==> src/rtl/irqbank_pkg.sv <==
package irqbank_pkg;
  localparam int DEF_LEVELS = 4;
  localparam int DEF_REGS   = 16;
  localparam int DEF_WIDTH  = 16;

  typedef enum logic [1:0] {
    WR_NONE = 2'd0,
    WR_REG  = 2'd1,
    WR_WIN  = 2'd2
  } wr_src_e;
endpackage

==> src/rtl/irqbank_arbiter.sv <==
module irqbank_arbiter #(
  parameter int NUM_LEVELS = irqbank_pkg::DEF_LEVELS,
  localparam int LVL_W = $clog2(NUM_LEVELS)
) (
  input  logic                  clk,
  input  logic                  rst_n,
  input  logic [NUM_LEVELS-1:0] irq_req,
  input  logic                  insn_boundary,
  input  logic                  release_in,
  output logic [LVL_W-1:0]      cur_level
);
  logic [LVL_W-1:0] top_req;
  logic [LVL_W-1:0] next_level;
  logic             rel_pend_q;
  logic             rel_eff;

  // highest-numbered request wins; bit 0 maps to level 0, same as none
  always_comb begin
    top_req = '0;
    for (int i = 0; i < NUM_LEVELS; i++) begin
      if (irq_req[i]) top_req = LVL_W'(i);
    end
  end

  assign rel_eff = rel_pend_q | release_in;

  always_comb begin
    next_level = cur_level;
    if (insn_boundary) begin
      if (rel_eff)                   next_level = top_req;
      else if (top_req > cur_level)  next_level = top_req;
    end
  end

  always_ff @(posedge clk) begin
    if (!rst_n) begin
      cur_level  <= '0;
      rel_pend_q <= 1'b0;
    end else begin
      cur_level <= next_level;
      if (insn_boundary)   rel_pend_q <= 1'b0;
      else if (release_in) rel_pend_q <= 1'b1;
    end
  end
endmodule

==> src/rtl/irqbank_window.sv <==
module irqbank_window #(
  parameter int NUM_LEVELS = irqbank_pkg::DEF_LEVELS,
  parameter int NUM_REGS   = irqbank_pkg::DEF_REGS,
  parameter int DATA_W     = irqbank_pkg::DEF_WIDTH,
  localparam int BYTES  = DATA_W / 8,
  localparam int BSEL_W = $clog2(BYTES),
  localparam int SEL_W  = $clog2(NUM_LEVELS * NUM_REGS),
  localparam int AW     = SEL_W + BSEL_W
) (
  input  logic [AW-1:0]     win_addr,
  input  logic              reg_wr,
  input  logic [DATA_W-1:0] word_in,
  output logic [SEL_W-1:0]  win_sel,
  output logic [BSEL_W-1:0] win_lane,
  output logic              win_ready,
  output logic [7:0]        win_rdata
);
  logic [BSEL_W-1:0] bsel;

  assign win_sel  = win_addr[AW-1:BSEL_W];
  assign bsel     = win_addr[BSEL_W-1:0];
  // byte select 0 names the most significant byte
  assign win_lane = BSEL_W'(BYTES - 1) - bsel;

  // register port owns the storage write path during its write cycles
  assign win_ready = ~reg_wr;

  assign win_rdata = word_in[win_lane*8 +: 8];
endmodule

==> src/rtl/irqbank_store.sv <==
module irqbank_store #(
  parameter int NUM_LEVELS = irqbank_pkg::DEF_LEVELS,
  parameter int NUM_REGS   = irqbank_pkg::DEF_REGS,
  parameter int DATA_W     = irqbank_pkg::DEF_WIDTH,
  localparam int ENTRIES = NUM_LEVELS * NUM_REGS,
  localparam int SEL_W   = $clog2(ENTRIES),
  localparam int BSEL_W  = $clog2(DATA_W / 8)
) (
  input  logic              clk,
  input  logic              rst_n,
  input  logic              reg_wr,
  input  logic [SEL_W-1:0]  reg_wsel,
  input  logic [DATA_W-1:0] reg_wdata,
  input  logic              win_wr,
  input  logic [SEL_W-1:0]  win_wsel,
  input  logic [BSEL_W-1:0] win_lane,
  input  logic [7:0]        win_wdata,
  input  logic [SEL_W-1:0]  rsel_a,
  input  logic [SEL_W-1:0]  rsel_b,
  input  logic [SEL_W-1:0]  rsel_ip,
  output logic [DATA_W-1:0] rdata_a,
  output logic [DATA_W-1:0] rdata_b,
  output logic [DATA_W-1:0] rdata_ip
);
  import irqbank_pkg::*;

  logic [DATA_W-1:0] words [ENTRIES];

  for (genvar e = 0; e < ENTRIES; e++) begin : g_ent
    logic [DATA_W-1:0] q;
    wr_src_e           src;

    always_comb begin
      if (reg_wr && reg_wsel == SEL_W'(e))      src = WR_REG;
      else if (win_wr && win_wsel == SEL_W'(e)) src = WR_WIN;
      else                                      src = WR_NONE;
    end

    always_ff @(posedge clk) begin
      if (!rst_n) begin
        q <= '0;
      end else begin
        case (src)
          WR_REG:  q <= reg_wdata;
          WR_WIN:  q[win_lane*8 +: 8] <= win_wdata;
          default: q <= q;
        endcase
      end
    end

    assign words[e] = q;
  end

  assign rdata_a  = words[rsel_a];
  assign rdata_b  = words[rsel_b];
  assign rdata_ip = words[rsel_ip];
endmodule

==> src/rtl/irqbank_top.sv <==
module irqbank_top #(
  parameter int NUM_LEVELS = irqbank_pkg::DEF_LEVELS,
  parameter int NUM_REGS   = irqbank_pkg::DEF_REGS,
  parameter int DATA_W     = irqbank_pkg::DEF_WIDTH,
  localparam int LVL_W  = $clog2(NUM_LEVELS),
  localparam int IDX_W  = $clog2(NUM_REGS),
  localparam int BSEL_W = $clog2(DATA_W / 8),
  localparam int SEL_W  = LVL_W + IDX_W,
  localparam int AW     = SEL_W + BSEL_W
) (
  input  logic                  clk,
  input  logic                  rst_n,
  input  logic [NUM_LEVELS-1:0] irq_req,
  input  logic                  insn_boundary,
  input  logic                  release_in,
  output logic [LVL_W-1:0]      cur_level,
  output logic [DATA_W-1:0]     cur_ip,
  input  logic                  reg_valid,
  input  logic                  reg_we,
  input  logic [LVL_W-1:0]      reg_level,
  input  logic [IDX_W-1:0]      reg_idx,
  input  logic [DATA_W-1:0]     reg_wdata,
  output logic [DATA_W-1:0]     reg_rdata,
  input  logic                  win_valid,
  output logic                  win_ready,
  input  logic                  win_we,
  input  logic [AW-1:0]         win_addr,
  input  logic [7:0]            win_wdata,
  output logic [7:0]            win_rdata
);
  logic              reg_wr;
  logic              win_wr;
  logic [SEL_W-1:0]  reg_sel;
  logic [SEL_W-1:0]  win_sel;
  logic [SEL_W-1:0]  ip_sel;
  logic [BSEL_W-1:0] win_lane;
  logic [DATA_W-1:0] win_word;

  assign reg_wr  = reg_valid & reg_we;
  assign win_wr  = win_valid & win_we & win_ready;
  assign reg_sel = {reg_level, reg_idx};
  assign ip_sel  = {cur_level, IDX_W'(0)};

  irqbank_arbiter #(.NUM_LEVELS(NUM_LEVELS)) u_arb (
    .clk           (clk),
    .rst_n         (rst_n),
    .irq_req       (irq_req),
    .insn_boundary (insn_boundary),
    .release_in    (release_in),
    .cur_level     (cur_level)
  );

  irqbank_window #(
    .NUM_LEVELS (NUM_LEVELS),
    .NUM_REGS   (NUM_REGS),
    .DATA_W     (DATA_W)
  ) u_win (
    .win_addr  (win_addr),
    .reg_wr    (reg_wr),
    .word_in   (win_word),
    .win_sel   (win_sel),
    .win_lane  (win_lane),
    .win_ready (win_ready),
    .win_rdata (win_rdata)
  );

  irqbank_store #(
    .NUM_LEVELS (NUM_LEVELS),
    .NUM_REGS   (NUM_REGS),
    .DATA_W     (DATA_W)
  ) u_store (
    .clk       (clk),
    .rst_n     (rst_n),
    .reg_wr    (reg_wr),
    .reg_wsel  (reg_sel),
    .reg_wdata (reg_wdata),
    .win_wr    (win_wr),
    .win_wsel  (win_sel),
    .win_lane  (win_lane),
    .win_wdata (win_wdata),
    .rsel_a    (reg_sel),
    .rsel_b    (win_sel),
    .rsel_ip   (ip_sel),
    .rdata_a   (reg_rdata),
    .rdata_b   (win_word),
    .rdata_ip  (cur_ip)
  );
endmodule

==> config.mk <==
export PLATFORM = sky130hd
export DESIGN_NAME = irqbank_top
export DESIGN_NICKNAME = d
export VERILOG_FILES = /design/src/rtl/irqbank_pkg.sv /design/src/rtl/irqbank_arbiter.sv /design/src/rtl/irqbank_window.sv /design/src/rtl/irqbank_store.sv /design/src/rtl/irqbank_top.sv
export SDC_FILE = /design/constraint.sdc
export NUM_CORES = 2
export LEC_CHECK = 0
export CAP_MARGIN = 10
export CORE_MARGIN = 4
export CORE_UTILIZATION = 40
export DETAILED_ROUTE_END_ITERATION = 10
export PLACE_DENSITY = 0.64
export SYNTH_ARGS = -nofsm -noshare
export SYNTH_HDL_FRONTEND = slang
export SYNTH_SLANG_ARGS = --single-unit
==> constraint.sdc <==
create_clock -name clk -period 10.6 [get_ports clk]
set_input_delay 2.65 -clock clk [delete_from_list [all_inputs] [get_ports clk]]
set_output_delay 2.65 -clock clk [all_outputs]
set_load 0.005 [all_outputs]
==> results.cfg <==
[timing]
period_minus_slack_ps = 9718
maxSlewHeadroom_pct = 5.645
slew_viol_final = 0
rsz0062_at_grt = false
fmax_mhz = 102.9
setup_viol_count_final = 0
tightest_slew_ps = 1414
hold_viol = 0
fin_worst_skew_ps = 5.082
period_share_pct = 91.68
setup_tns_ps = 0

[worst_setup_path]
slowest_stage = a21oi_1
required_ps = 7950
slowest_delay_ps = 860
start_kind = input pin
startpoint = win_addr[3]
r2r_cells = 8
worstSetupPathType = in -> out
r2r_start = u_arb.cur_level[1]$_SDFFE_PN0P_
rrSetupSlack_ps = 8540
end_kind = output pin
crit_chain = clkdlybuf4s50_1 > buf_4 > and2_1 > a22oi_1 > a21oi_1 > nor3_1 > a22oi_1 > clkdlybuf4s50_1
worst-path-max-fanout = 31
r2r_end = u_arb.cur_level[1]$_SDFFE_PN0P_
cp.arrival_ps = 7070

[die]
num_rows = 147
core_um2 = 160400
io_pins = 92
die_h_um = 409.7
initial_core_util_pct = 40.24
die_area_um2 = 167800
die_w_um = 409.7

[synthesis]
ys.flop_type = dfxtp_1
yosysTopAreaCell = dfxtp_1
synthesis.area_um2 = 64540
ys_types = 59
synth-seq-cells = 1027
ys_warn_count = 0
yosysMostFrequentCell = nor2_1
async_reset_ff_share_pct = 0
post-synth-top-area-fraction_pct = 31.86
ys_seq_area_share_pct = 31.86
synth.top_cells.by_area = dfxtp_1 (32%), mux4_2 (19%), mux2i_1 (15%)
synthesis.nets = 6490
syn_inst = 6439
synth_edf_count = 0
synth_commonest_cells = nor2_1 (1054), dfxtp_1 (1027), mux2i_1 (988)
syn_area_per_cell_um2 = 10.02

[pwr]
power_density_nw_per_um2 = 130.8
p_leak_nw = 20.83
ir_worst_vdd_mv = 0.1280
p_total_mw = 9.322

[run_status]
status = complete, no violations

[placed_design]
dp_hpwl_um = 169600
place_congestion = 0.9703
dp.cells = 8136
port-buffer-count = 90

[job]
cap_violations = 0

[clock_network]
cts_htree_levels = 3
cts_resized = 0
clockBufferDepth = 3
postCtsSetupBuffers = 0
insertion_delay_ps = 760
cts-root-buf = clkbuf_16
hold_buffers = 0
clk_pin_slew_ps = 60
cts_buffers = 116
clkSinkCount = 1027
cts_tree = built

[route]
antenna_left = 0
viasPerCell = 6.786
first_pass_iters = 8
wl_um = 261700
drc = 0
routedWlPerCell_um = 31.28
drtIter0Drc = 8078
num_vias = 56790

[global_route]
grt_max_degree = 213
gr-total-overflow = 0
grt_pass1_vias = 53180
grt_use_total_pct = 30.08
grt_pass1_wl_um = 378500
antenna_found_initial = 14

[cells_and_area]
nets = 6152
area_growth_pct = 10.39
drive_gt1_share_pct = 19.88
fin_cells = 8369

[worst_hold_path]
hold-path-endpoint = u_store.g_ent[14].q[15]$_SDFFE_PN0P_
holdPathStages = 2
hold_path_class = reg -> reg
min_from = u_store.g_ent[14].q[15]$_SDFFE_PN0P_
==> sequential cells by signal (all words and copies together) (netlist names) <==
name and count:
u_arb.cur_level 2, u_arb.rel_pend_q 1, u_store.g_ent.q 1024
==> logic make-up after synthesis <==
group / after synthesis / share of synthesized area [%]
buf+inv: 812 / 5.535
fa+ha+maj: 2 / 0.03877
mux: 1605 / 35.53
compound gates: 1323 / 15.28
flops: 1027 / 31.86
simple gates: 1670 / 11.77
==> how the worst max path moves through the flow <==
stage / endpoint / slack [ps] / cells after the start
floorplan: reg_rdata[10] / 3240 / 7
global placement: win_rdata[5] / 1350 / 8
detailed placement: win_rdata[5] / 1320 / 8
finish: win_rdata[5] / 880 / 8
global route: win_rdata[7] / 1080 / 8
CTS: win_rdata[5] / 1290 / 8
==> placed cells by master, fill, tap and decap left out, types with 6 or more instances in the layout <==
| cell type | n |
|---|---|
| o22ai_1 | 40 |
| nor2_1 | 1053 |
| clkbuf_1 | 21 |
| nor4_1 | 9 |
| clkinv_2 | 24 |
| a2111oi_0 | 6 |
| nor2b_1 | 22 |
| a311oi_1 | 128 |
| o21ai_0 | 11 |
| mux2i_1 | 988 |
| a21oi_1 | 12 |
| nor2b_4 | 8 |
| a22oi_1 | 66 |
| nor4_2 | 25 |
| nand2_1 | 362 |
| mux4_2 | 541 |
| nor4_4 | 40 |
| buf_4 | 245 |
| and2_2 | 8 |
| a211oi_1 | 906 |
| nand3_1 | 15 |
| a221oi_1 | 6 |
| clkdlybuf4s50_1 | 66 |
| dfxtp_1 | 1027 |
| nand4_1 | 48 |
| bufinv_16 | 15 |
| clkbuf_16 | 118 |
| mux2_2 | 76 |
| diode_2 | 6 |
| o21ai_2 | 21 |
| nor3_1 | 26 |
| buf_2 | 16 |
| a22o_1 | 42 |
| buf_12 | 15 |
| o21ai_1 | 67 |
| clkbuf_8 | 34 |
==> where the power goes <==
group          leakage [nW]  switching [mW]  internal (mW)  total (mW)
Clock                  2.06            1.79           2.63        4.42
Combinational          10.5           0.691          0.302       0.994
Sequential             8.28          0.0201           3.88        3.90
Total                  20.8            2.50           6.82        9.32
==> routing by layer <==
metal	up-vias	wire, um	GRT usage (%)	share of wire [%]
met5	-	44	0	0.017
met4	8	17320	17.17	6.6
met3	781	33840	9.806	13
met2	3760	108500	42.18	41
met1	28240	102100	40.50	39
li1	24000	-	-	-
==> critical path: cells and delay by family <==
kind            cells  cell delay (ps)
buf+inv             3             1880
compound gates      3             1850
simple gates        2              650
==> area by class of cell <==
| type | count | area [um^2] |
|---|---|---|
| fill | 14990 | 89140 |
| multi-input combinational | 4600 | 40810 |
| sequential | 1027 | 20560 |
| clock buffer | 172 | 3486 |
| timing repair buffer | 349 | 2977 |
| tap | 2160 | 2703 |
| clock inverter | 48 | 664.4 |
| inverter | 7 | 33.78 |
| antenna | 6 | 15.01 |
==> stage by stage <==
step / util (%) / area [um^2] / setup WS (ps) / hold WS, ps
after CTS: 44.38 / 71170 / 1295 / 508.6
after global routing: 44.42 / 71240 / 1083 / 523.7
after detailed placement: 41.79 / 67020 / 1316 / 500.7
final: 44.42 / 71250 / 882.4 / 508.8
after global placement: 41.79 / 67020 / 1346 / 490.6
after floorplan: - / 64540 / 3239 / 472.4
No activity file was read; power rests on OpenSTA's default activity.
